<file path="config.mk">
export PLATFORM = sky130hd
export DESIGN_NAME = ser_cfg_loader
export DESIGN_NICKNAME = d
export VERILOG_FILES = /design/src/rtl/cfg_pkg.sv /design/src/rtl/cfg_sync.sv /design/src/rtl/cfg_shift.sv /design/src/rtl/cfg_latch_bank.sv /design/src/rtl/ser_cfg_loader.sv
export SDC_FILE = /design/constraint.sdc
export NUM_CORES = 1
export LEC_CHECK = 0
export ABC_AREA = 1
export BUFFER_PORTS_ARGS = -buffer_cell sky130_fd_sc_hd__buf_2
export CORE_MARGIN = 2
export CORE_UTILIZATION = 58
export CTS_CLUSTER_DIAMETER = 200
export CTS_CLUSTER_SIZE = 12
export DETAILED_ROUTE_END_ITERATION = 10
export HOLD_SLACK_MARGIN = 0.06
export PLACE_DENSITY = 0.86
export SLEW_MARGIN = 20
export SYNTH_ARGS = -nofsm -noshare
export SYNTH_HDL_FRONTEND = slang
export SYNTH_HIERARCHICAL = 1
export SYNTH_SLANG_ARGS = --single-unit
</file>
<file path="constraint.sdc">
create_clock -name clk -period 2.5 [get_ports clk]
set_input_delay 0.125 -clock clk [delete_from_list [all_inputs] [get_ports clk]]
set_output_delay 0.125 -clock clk [all_outputs]
set_load 0.01 [all_outputs]
</file>
<file path="src/rtl/cfg_pkg.sv">
// Shared constants for the serial configuration loader.
// Assumes the address field width and register count stay fixed.
package cfg_pkg;
    localparam int CFG_ADDR_W    = 3;
    localparam int CFG_NUM_LATCH = 7;
    typedef logic [CFG_ADDR_W-1:0] cfg_addr_t;
endpackage

</file>
<file path="src/rtl/cfg_sync.sv">
// Two-flop synchronizer plus rising-edge detector for a vector of
// asynchronous inputs. Assumes inputs stay stable for several clk cycles.
module cfg_sync #(
    parameter int W = 3
) (
    input  logic         clk,
    input  logic         rst_n,
    input  logic [W-1:0] async_in,
    output logic [W-1:0] lvl,
    output logic [W-1:0] rise
);
    genvar g;
    generate
        for (g = 0; g < W; g++) begin : g_bit
            logic s0, s1, prev;
            // Synchronize one bit and remember its previous synced value.
            always_ff @(posedge clk) begin
                if (!rst_n) begin
                    s0   <= 1'b0;
                    s1   <= 1'b0;
                    prev <= 1'b0;
                end else begin
                    s0   <= async_in[g];
                    s1   <= s0;
                    prev <= s1;
                end
            end
            assign lvl[g]  = s1;
            assign rise[g] = s1 & ~prev;
        end
    endgenerate
endmodule

</file>
<file path="src/rtl/cfg_shift.sv">
// Serial-in shift register, MSB first. Shifts only when enabled.
// Assumes shift_en is a single-cycle pulse per serial bit.
module cfg_shift #(
    parameter int FRAME_W = 24
) (
    input  logic               clk,
    input  logic               rst_n,
    input  logic               shift_en,
    input  logic               bit_in,
    output logic [FRAME_W-1:0] word
);
    // Clear on reset, shift new bit into the LSB when enabled.
    always_ff @(posedge clk) begin
        if (!rst_n)
            word <= '0;
        else if (shift_en)
            word <= {word[FRAME_W-2:0], bit_in};
    end
endmodule

</file>
<file path="src/rtl/cfg_latch_bank.sv">
// Bank of NUM holding registers with per-register update pulse.
// Addresses at or above NUM write nothing. Assumes load is single-cycle.
module cfg_latch_bank #(
    parameter int DW   = 21,
    parameter int NUM  = 7,
    parameter int AW   = 3,
    parameter logic [NUM*DW-1:0] INIT = '0
) (
    input  logic              clk,
    input  logic              rst_n,
    input  logic              load,
    input  logic [AW-1:0]     addr,
    input  logic [DW-1:0]     din,
    output logic [NUM*DW-1:0] q,
    output logic [NUM-1:0]    upd
);
    genvar g;
    generate
        for (g = 0; g < NUM; g++) begin : g_latch
            logic hit;
            assign hit = load && (addr == AW'(g));
            // Hold the register, reload default on reset, capture on hit.
            always_ff @(posedge clk) begin
                if (!rst_n) begin
                    q[g*DW +: DW] <= INIT[g*DW +: DW];
                    upd[g]        <= 1'b0;
                end else begin
                    upd[g] <= hit;
                    if (hit)
                        q[g*DW +: DW] <= din;
                end
            end
        end
    endgenerate
endmodule

</file>
<file path="src/rtl/ser_cfg_loader.sv">
// Top of the serial configuration loader: synchronizes the three port
// wires, shifts data on serial-clock rises (suppressed while the load
// strobe is high), and on a load-strobe rise writes the payload into the
// register picked by the three trailing address bits.
module ser_cfg_loader #(
    parameter int FRAME_W = 24,
    parameter logic [cfg_pkg::CFG_NUM_LATCH*(FRAME_W-cfg_pkg::CFG_ADDR_W)-1:0] LATCH_INIT = {
        21'h100006, 21'h100005, 21'h100004, 21'h100003,
        21'h100002, 21'h100001, 21'h100000}
) (
    input  logic clk,
    input  logic rst_n,
    input  logic ser_clk,
    input  logic ser_data,
    input  logic ser_le,
    output logic [cfg_pkg::CFG_NUM_LATCH*(FRAME_W-cfg_pkg::CFG_ADDR_W)-1:0] latch_q,
    output logic [cfg_pkg::CFG_NUM_LATCH-1:0] latch_upd
);
    import cfg_pkg::*;
    localparam int DW = FRAME_W - CFG_ADDR_W;

    logic [2:0]         s_lvl, s_rise;
    logic               le_lvl, le_rise, sclk_rise, shift_en;
    logic [FRAME_W-1:0] shift_word;
    cfg_addr_t          addr;

    cfg_sync #(.W(3)) u_sync (
        .clk(clk), .rst_n(rst_n),
        .async_in({ser_le, ser_data, ser_clk}),
        .lvl(s_lvl), .rise(s_rise)
    );

    assign sclk_rise = s_rise[0];
    assign le_lvl    = s_lvl[2];
    assign le_rise   = s_rise[2];
    assign shift_en  = sclk_rise & ~le_lvl;

    cfg_shift #(.FRAME_W(FRAME_W)) u_shift (
        .clk(clk), .rst_n(rst_n), .shift_en(shift_en),
        .bit_in(s_lvl[1]), .word(shift_word)
    );

    assign addr = shift_word[CFG_ADDR_W-1:0];

    cfg_latch_bank #(.DW(DW), .NUM(CFG_NUM_LATCH), .AW(CFG_ADDR_W), .INIT(LATCH_INIT)) u_bank (
        .clk(clk), .rst_n(rst_n), .load(le_rise), .addr(addr),
        .din(shift_word[FRAME_W-1:CFG_ADDR_W]), .q(latch_q), .upd(latch_upd)
    );
endmodule

</file>
==> run metrics, run 1 <==
Final Util=71.3%; hold_ws=around 0.14 ns; Global Route Usage Sum=between 20 and 30%; commonest non-fill, non-tap cell in the layout=nor2_1; Fillers=954; via count=between 6k and 7k; P&R area growth vs syn=19.6%; vias in the first global route=5810; Synth Net Count=approximately 1.0k; # diodes=0; Setup TNS Final=0 ns; crit path kind=register to register; largest net degree at the start of global routing=~90; die width=about 120 microns; gpl congestion=between 0.8 and 0.9; PD cells=699 nW/um^2; clock latency at the later pin of the worst-skew pair=approximately 0.43 ns; CP Cell Sequence=inv_1 -> nor2_1 -> inv_1 -> nor2_4 -> buf_4 -> nand3_1 -> nand2_1 -> nor2_1; Sink Count=about 190; min-delay worst type=input port to register; Fmax=between 0.5 and 0.6 GHz; post-route worst setup slack=roughly 0.74 ns; final hold violation count=0; Congestion Overflow GR=0; IO Count=between 150 and 200; DRC=0; Worst path slowest cell=nor2_4; HPWL after detailed placement=roughly 12000 microns; core area=~12000 sq um; average vias per placed instance=between 5 and 6; Comb pwr share=a little under 7%; Final Max Slew Viols=0; Worst Path Required=2.83 ns; status=finished, final reports clean; number of buffers created by CTS=17; reg2reg setup slack=about 0.74 ns; CP max FO=23; Max IR drop VDD=between 0.4 and 0.5 mV; Clock Path Buffers=2; Post-Synthesis Cell Area=between 7000 and 8000 sq um; Layout Nets=1161; Synth warnings=6; actual slew at the worst max-slew pin=0.572 ns; PortBufs=~160; CP Launch Type=register; WL/cell=between 10 and 15 microns; Leak Pwr=4.08 nW; placed cells=roughly 1.3k; 1st-pass router iterations=6; first-pass GRT wire length=29500 microns; Reg clk slew, reported paths=0.06 ns; most frequent cells in the layout=nor2_1 (326), nand2_1 (232), dfxtp_1 (186); Design Power=between 5 and 6 mW; die area=around 13000 sq um; initial antenna violation count=0; syn avg cell area=6.99 sq um; switching share of power=between 20% and 30%; Net Switching=about 1.4 mW; H-tree levels=4; final non-filler cell area=8560 sq um; Worst path max stage delay=between 0.3 and 0.4 ns; RSZ-0062 raised after global routing=false; root buf cell=clkbuf_16; crit path time final=between 1.5 and 2 ns; final WL=about 19000 microns; CP endpoint kind=register; Tcrit/Tclk final=just over 70%; arrival time worst endpoint=2.09 ns; Cells after Synth=1025; Post-Place Cell Area=roughly 8000 sq um; dpl ws=just over 0.8 ns; max_cap viols=0; CTS tree=built; Initial Util=59.6%; Int Pwr=4.59 mW; Slew HR=about 62%; Final setup viols=0; drt initial violations=slightly below 900; Die H=between 100 and 150 microns; ANT nets after route=0; # rows=40; layout cells sized above 1=a little under a fifth; Final Skew=approximately 0.0091 ns; Reg power frac=51.1%; Clock power frac=a little over two fifths; non-filler cells, final=roughly 1.3k
-- area by class of cell --
cell class,count,area [sq um],share of cell area (%)
well taps,147,184,2.15
repair buffers,179,996,11.6
multi-input cells,710,2870,33.5
flip-flops and latches,186,3720,43.5
inverters,62,233,2.72
clock buffers,25,526,6.14
clock inverters,6,36.3,0.424
-- flip-flops by register name (all words and copies together), names as in the netlist --
signal and flops:
u_bank/q 147, u_bank/upd 7, u_shift/word 24, u_sync/g_bit.prev 2, u_sync/g_bit.s0 3, u_sync/g_bit.s1 3
-- power by group through the flow --
stage / Sequential (mW) / Combinational, mW / Clock (mW)
after floorplan: 3.13 / 0.271 / 0
final: 3.06 / 0.411 / 2.52
after CTS: 3.06 / 0.404 / 2.55
after detailed placement: 3.12 / 0.397 / 0
after global placement: 3.12 / 0.389 / 0
after global routing: 3.06 / 0.455 / 2.67
-- critical path: cells and delay by family (launching register included) --
family / cells / cell delay [ns]
AND/OR/NAND/NOR: 5 / 0.80
buffers and inverters: 3 / 0.49
flip-flops: 1 / 0.36
-- routing by layer --
layer | track usage (%) | share of wire [%] | vias up
met1 | 38.9 | 41 | 3100
met3 | 7.54 | 10 | 59
met2 | 44.3 | 45 | 326
met4 | 15.7 | 3.9 | 0
met5 | 0 | 0 | -
li1 | - | - | 3386
-- path summary, 6_finish.rpt --
| path | cells past startpoint | to | startpoint |
|---|---|---|---|
| worst max-delay path | 8 | u_bank/q[44] | u_sync/g_bit[2].s1 |
| worst min-delay path | 2 | u_bank/q[20] | rst_n |
| worst max register to register | 8 | u_bank/q[44] | u_sync/g_bit[2].s1 |
| worst min register to register | 2 | u_sync/g_bit[0].s1 | u_sync/g_bit[0].s0 |
-- what timing repair did --
action                                 in CTS  in global routing
hold buffers                                3                  0
resized for setup                           0                  0
endpoints found under the hold margin       3                  0
setup buffers                               0                  0
No activity file was read; power rests on OpenSTA's default activity.
==> run 2: changes to the inputs <==
--- a/config.mk
+++ b/config.mk
@@ -8,12 +8,12 @@
 export ABC_AREA = 1
 export BUFFER_PORTS_ARGS = -buffer_cell sky130_fd_sc_hd__buf_2
 export CORE_MARGIN = 2
-export CORE_UTILIZATION = 58
+export CORE_UTILIZATION = 49
 export CTS_CLUSTER_DIAMETER = 200
 export CTS_CLUSTER_SIZE = 12
 export DETAILED_ROUTE_END_ITERATION = 10
 export HOLD_SLACK_MARGIN = 0.06
-export PLACE_DENSITY = 0.86
+export PLACE_DENSITY = 0.77
 export SLEW_MARGIN = 20
 export SYNTH_ARGS = -nofsm -noshare
 export SYNTH_HDL_FRONTEND = slang
==> constraint.sdc (replaced) <==
create_clock -name clk -period 1.49 [get_ports clk]
set_input_delay 0.0745 -clock clk [delete_from_list [all_inputs] [get_ports clk]]
set_output_delay 0.0745 -clock clk [all_outputs]
set_load 0.01 [all_outputs]
==> run 2 against run 1 <==
Global-route usage down 3.9 points. Cell count up 4.4%. Flip-flop and latch count unchanged. Non-clock buffer count up 20. Worst setup slack worse by 0.65 ns. Sequential share of layout area down 2.1 points. Critical path depth up 1. Register-to-register slack worse by 0.65 ns. Design area up 5.1%. Wire length up 3.9%. Largest power group unchanged. Highest routed layer unchanged.
==> run metrics, run 2 (synthesized netlist as in run 1, its figures left out) <==
root buf cell=clkbuf_16 (unchanged); Slew HR=66.0% (was 61.9%); Layout Nets=1181 (was 1161); WL/cell=14.6 microns (was 14.7 microns); Fmax=0.713 GHz (was 0.567 GHz); H-tree levels=4 (unchanged); Final Skew=0.00743 ns (was 0.00908 ns); final non-filler cell area=9000 sq um (was 8560 sq um); Tcrit/Tclk final=94.1% (was 70.5%); 1st-pass router iterations=6 (unchanged); Global Route Usage Sum=25.5% (was 29.4%); FF-to-FF End=u_bank/q[7] (was u_bank/q[44]); Die H=125 microns (was 115 microns); Final Max Slew Viols=0 (unchanged); clock latency at the later pin of the worst-skew pair=0.43 ns (about the same); P&R area growth vs syn=25.6% (was 19.6%); average vias per placed instance=5.04 (was 5.23); die area=15600 sq um (was 13300 sq um); largest net degree at the start of global routing=46 (was 88); CTS tree=built (unchanged); CP max FO=20 (was 23); worst setup path endpoint=u_bank/q[7] (was u_bank/q[44]); PortBufs=158 (unchanged); FF-to-FF path depth=9 (was 8); Leak Pwr=4.23 nW (was 4.08 nW); gpl congestion=0.875 (was 0.876); min-delay worst type=register to register (was input port to register); Worst Path Required=1.82 ns (was 2.83 ns); ANT nets after route=0 (unchanged); PD cells=1170 nW/um^2 (was 699 nW/um^2); Congestion Overflow GR=0 (unchanged); die width=125 microns (was 115 microns); Fillers=1343 (was 954); crit path time final=1.40 ns (was 1.76 ns); Final setup viols=0 (unchanged); Setup crit start=u_sync/g_bit[2].s1 (unchanged); Max IR drop VDD=0.769 mV (was 0.500 mV); reg2reg setup slack=0.09 ns (was 0.74 ns); dpl ws=0.0666 ns (was 0.816 ns); Reg area=3720 sq um (about the same); initial antenna violation count=0 (unchanged); number of flip-flops in the largest register=147 (unchanged); drt initial violations=714 (was 874); Top reg by flops=u_bank/q (unchanged); HPWL after detailed placement=12900 microns (was 12300 microns); first-pass GRT wire length=31500 microns (was 29500 microns); arrival time worst endpoint=1.73 ns (was 2.09 ns); final hold violation count=0 (unchanged); commonest non-fill, non-tap cell in the layout=nor2_1 (unchanged); max_cap viols=0 (unchanged); core area=14400 sq um (was 12000 sq um); Initial Util=49.7% (was 59.6%); IO Count=159 (unchanged); biggest regs=u_bank/q (147), u_shift/word (24), u_bank/upd (7) (unchanged); number of buffers created by CTS=17 (unchanged); post-route worst setup slack=0.0881 ns (was 0.736 ns); CP endpoint kind=register (unchanged); # diodes=0 (unchanged); status=finished, final reports clean (unchanged); actual slew at the worst max-slew pin=0.510 ns (was 0.572 ns); hold_sp=u_sync/g_bit[0].s0 (was rst_n); layout cells sized above 1=19.5% (was 18.1%); CP Launch Type=register (unchanged); vias in the first global route=6121 (was 5810); Setup TNS Final=0 ns (unchanged); DRC=0 (unchanged); crit path kind=register to register (unchanged); area of the multi-input gates=2870 sq um (about the same); via count=6920 (was 6871); Post-Place Cell Area=8250 sq um (was 7970 sq um); Design Power=10.5 mW (was 5.99 mW); Sink Count=186 (unchanged); # rows=44 (was 40); worst r2r src=u_sync/g_bit[2].s1 (unchanged); final WL=20000 microns (was 19300 microns); Clock Path Buffers=2 (unchanged); Reg clk slew, reported paths=0.07 ns (was 0.06 ns); most frequent cells in the layout=nor2_1 (325), nand2_1 (231), dfxtp_1 (185) (was nor2_1 (326), nand2_1 (232), dfxtp_1 (186))
-- run 2: worst min-delay path by stage --
stage | to | depth (start not counted)
global placement | u_sync/g_bit[0].s0 | 3
global route | u_sync/g_bit[1].s1 | 2
CTS | u_sync/g_bit[0].s1 | 2
floorplan | u_sync/g_bit[0].s0 | 2
finish | u_sync/g_bit[0].s1 | 2
detailed placement | u_sync/g_bit[0].s0 | 3
-- run 2: critical path, stage by stage, from the launching register on --
cell and delay (ns):
dfxtp_1 0.33, inv_1 0.06, nor2_2 0.14, inv_1 0.09, nor2_4 0.11, buf_4 0.14, buf_6 0.17, nand3_1 0.11
nand2_1 0.10, nor2_1 0.04
-- run 2: metrics by stage --
stage	std cells	hold WS, ns	util, %
after floorplan	1025	0.168	-
after global placement	1329	0.255	57.2
after detailed placement	1329	0.254	57.2
after CTS	1368	0.428	61.9
after global routing	1373	0.445	62.4
final	1373	0.429	62.4
-- run 2: report_power, final --
part | internal (mW) | switching, mW
Sequential | 5.06 | 0.0655
Combinational | 0.259 | 0.493
Clock | 2.70 | 1.94
-- run 2: routing by layer --
| metal | track usage [%] | share of wire (%) |
|---|---|---|
| met4 | 11.4 | 3.0 |
| met1 | 33.5 | 42 |
| met5 | 0 | 0 |
| met3 | 5.54 | 7.7 |
| met2 | 40.6 | 47 |
-- run 2: what timing repair did --
action                                 CTS  global route
endpoints found under the hold margin   23             0
hold buffers                             7             0
setup endpoints to repair                0            92
setup buffers                            0             4
gates resized for setup                  0             5
-- run 2: final cells by class --
type / instances / area share [%]
sequential: 186 / 41.4
multi-input combinational: 710 / 31.9
timing repair buffer: 199 / 14.8
clock buffer: 19 / 4.92
inverter: 62 / 2.63
tap: 184 / 2.56
clock inverter: 13 / 1.85
==> run 3: changes to the inputs <==
--- a/config.mk
+++ b/config.mk
@@ -5,16 +5,15 @@
 export SDC_FILE = /design/constraint.sdc
 export NUM_CORES = 1
 export LEC_CHECK = 0
-export ABC_AREA = 1
+export ABC_AREA = 0
 export BUFFER_PORTS_ARGS = -buffer_cell sky130_fd_sc_hd__buf_2
 export CORE_MARGIN = 2
-export CORE_UTILIZATION = 49
+export CORE_UTILIZATION = 48
 export CTS_CLUSTER_DIAMETER = 200
 export CTS_CLUSTER_SIZE = 12
 export DETAILED_ROUTE_END_ITERATION = 10
 export HOLD_SLACK_MARGIN = 0.06
-export PLACE_DENSITY = 0.77
-export SLEW_MARGIN = 20
+export PLACE_DENSITY = 0.76
 export SYNTH_ARGS = -nofsm -noshare
 export SYNTH_HDL_FRONTEND = slang
 export SYNTH_HIERARCHICAL = 1
==> run 3 against run 2 <==
Design area is 4.7% lower. Fmax is 3.1% lower. Flip-flop and latch count stayed put. Clock skew is 0.00071 ns higher. Wire length is 17% lower. Critical path depth is 3 lower. Synthesized area is 5.4% lower. Sequential share of layout area is 2.1 points higher. Via count is 28% lower. First-iteration DRC count is 55% lower. Register-to-register slack worse by 0.05 ns. Combinational power is 66% lower. Critical endpoint is now u_bank/q[4]. Largest cell class unchanged. Highest routed layer unchanged.
==> run metrics, run 3 <==
status=finished, final reports clean (unchanged); first-pass GRT wire length=25000 microns (was 31500 microns); root buf cell=clkbuf_16 (unchanged); Max IR drop VDD=0.894 mV (was 0.769 mV); final non-filler cell area=8570 sq um (was 9000 sq um); hold depth=1 (was 2); Fmax=0.691 GHz (was 0.713 GHz); most frequent cells in the layout=dfxtp_1 (183), mux2i_1 (168), buf_2 (157) (was nor2_1 (325), nand2_1 (231), dfxtp_1 (185)); # diodes=0 (unchanged); reg2reg setup slack=0.04 ns (was 0.09 ns); Final Util=62.0% (was 62.4%); CP Launch Type=register (unchanged); worst r2r src=u_sync/g_bit[2].s1 (unchanged); Setup crit start=u_sync/g_bit[2].s1 (unchanged); 1st-pass router iterations=4 (was 6); DRC=0 (unchanged); biggest regs=u_bank/q (147), u_shift/word (24), u_bank/upd (7) (unchanged); Tcrit/Tclk final=97.1% (was 94.1%); Congestion Overflow GR=0 (unchanged); number of flip-flops in the largest register=147 (unchanged); hold path endpoint=u_sync/g_bit[0].s1 (unchanged); final WL=16700 microns (was 20000 microns); largest net degree at the start of global routing=49 (was 46); ANT nets after route=0 (unchanged); WL/cell=16.8 microns (was 14.6 microns); arrival time worst endpoint=1.79 ns (was 1.73 ns); layout cells sized above 1=29.0% (was 19.5%); CP Cell Sequence=nor2b_4 -> buf_6 -> nor4b_4 -> buf_4 -> buf_12 -> mux2i_2 (was inv_1 -> nor2_2 -> inv_1 -> nor2_4 -> buf_4 -> buf_6 -> nand3_1 -> nand2_1 -> nor2_1); vias in the first global route=4813 (was 6121); Sink Count=186 (unchanged); clock latency at the later pin of the worst-skew pair=0.43 ns (about the same); hold_sp=u_sync/g_bit[0].s0 (unchanged); Global Route Usage Sum=22.0% (was 25.5%); Final setup viols=0 (unchanged); Slew HR=67.0% (was 66.0%); Initial Util=49.0% (was 49.7%); Final Skew=0.00814 ns (was 0.00743 ns); H-tree levels=4 (unchanged); P&R area growth vs syn=26.5% (was 25.6%); Post-Place Cell Area=7820 sq um (was 8250 sq um); Synth Net Count=630 (was 1030); commonest non-fill, non-tap cell in the layout=dfxtp_1 (was nor2_1); CP max FO=6 (was 20); Cells after Synth=625 (was 1025); # rows=43 (was 44); Setup TNS Final=0 ns (unchanged); core area=13800 sq um (was 14400 sq um); Die H=123 microns (was 125 microns); gpl congestion=0.819 (was 0.875); hold_ws=0.433 ns (was 0.429 ns); final hold violation count=0 (unchanged); crit path time final=1.45 ns (was 1.40 ns); max_cap viols=0 (unchanged); FF-to-FF End=u_bank/q[4] (was u_bank/q[7]); CP endpoint kind=register (unchanged); Final Max Slew Viols=0 (unchanged); Top reg by flops=u_bank/q (unchanged); via count=4948 (was 6920); HPWL after detailed placement=11600 microns (was 12900 microns); CTS tree=built (unchanged); Synth warnings=6 (unchanged); Post-Synthesis Cell Area=6780 sq um (was 7160 sq um); syn avg cell area=10.8 sq um (was 6.99 sq um); initial antenna violation count=0 (unchanged); Worst path slowest cell=dfxtp_2 (was dfxtp_1); min-delay worst type=register to register (unchanged); actual slew at the worst max-slew pin=0.494 ns (was 0.510 ns); crit path kind=register to register (unchanged); die width=123 microns (was 125 microns); die area=15100 sq um (was 15600 sq um); IO Count=159 (unchanged); Worst Path Required=1.83 ns (was 1.82 ns); number of buffers created by CTS=17 (unchanged); post-route worst setup slack=0.0426 ns (was 0.0881 ns); Reg clk slew, reported paths=0.07 ns (about the same); RSZ-0062 raised after global routing=true; drt initial violations=321 (was 714); crit path buf inv count=3 (was 4); average vias per placed instance=5.00 (was 5.04); Layout Nets=802 (was 1181); Worst path max stage delay=0.33 ns (about the same); cell family with most CP delay=buffers and inverters (was simple AND/OR/NAND/NOR gates); dpl ws=-0.00259 ns (was 0.0666 ns); FF-to-FF path depth=6 (was 9); PD cells=1110 nW/um^2 (was 1170 nW/um^2); Leak Pwr=4.25 nW (was 4.23 nW); Clock Path Buffers=2 (unchanged); PortBufs=158 (unchanged)
==> run 3: cell types whose count changed in the layout (fill, tap and decap cells not counted), moves of 10 or more <==
cell	delta
nor2b_1	+45
nor2_1	-320
nand2_1	-80
inv_1	-59
mux2i_1	+168
and2_1	+10
nand3_1	-147
==> run 3: power breakdown <==
part | internal, mW | switching [mW] | total, mW
clock network | 2.39 | 1.85 | 4.25
logic | 0.120 | 0.136 | 0.256
registers | 4.98 | 0.00505 | 4.99
==> run 3: routing by layer <==
layer | part of all wire [%] | routed length [microns] | up-vias | GRT usage, %
met5 | 0 | 0 | - | 0
met4 | 2.3 | 384 | 0 | 9.70
met3 | 4.5 | 757 | 29 | 5.02
met2 | 50 | 8410 | 126 | 36.3
met1 | 43 | 7120 | 2400 | 27.4
li1 | - | - | 2393 | -
==> run 3: worst max path at each step <==
stage	depth (start not counted)	end	slack (ns)
2_1_floorplan	6	u_bank/q[27]	0.1
3_3_place_gp	5	u_bank/q[6]	0.1
3_5_place_dp	5	u_bank/q[12]	-0.003
4_1_cts	6	u_bank/q[4]	0.01
5_1_grt	6	u_bank/q[4]	-0.05
6_report	6	u_bank/q[4]	0.04
==> run 3: cell type report <==
| class | instances | area [sq um] |
|---|---|---|
| flip-flops and latches | 186 | 3730 |
| fillers | 1073 | 5250 |
| repair buffers | 200 | 1270 |
| well taps | 180 | 225 |
| inverters | 1 | 3.75 |
| clock buffers | 22 | 464 |
| multi-input cells | 391 | 2790 |
| clock inverters | 10 | 93.8 |
==> run 3: stage by stage <==
step	power [mW]	std cells
floorplan	5.26	625
global placement	5.31	944
detailed placement	5.31	944
CTS	9.52	986
global route	9.77	990
finish	9.49	990
==> run 3: repair_timing <==
action / 4_1_cts / 5_1_grt
endpoints found under the hold margin: 20 / 0
buffers inserted: 2 / 3
gates resized for setup: 4 / 13
cloned: 1 / 1
endpoints found under the setup margin: 10 / 27
hold buffers: 7 / 0
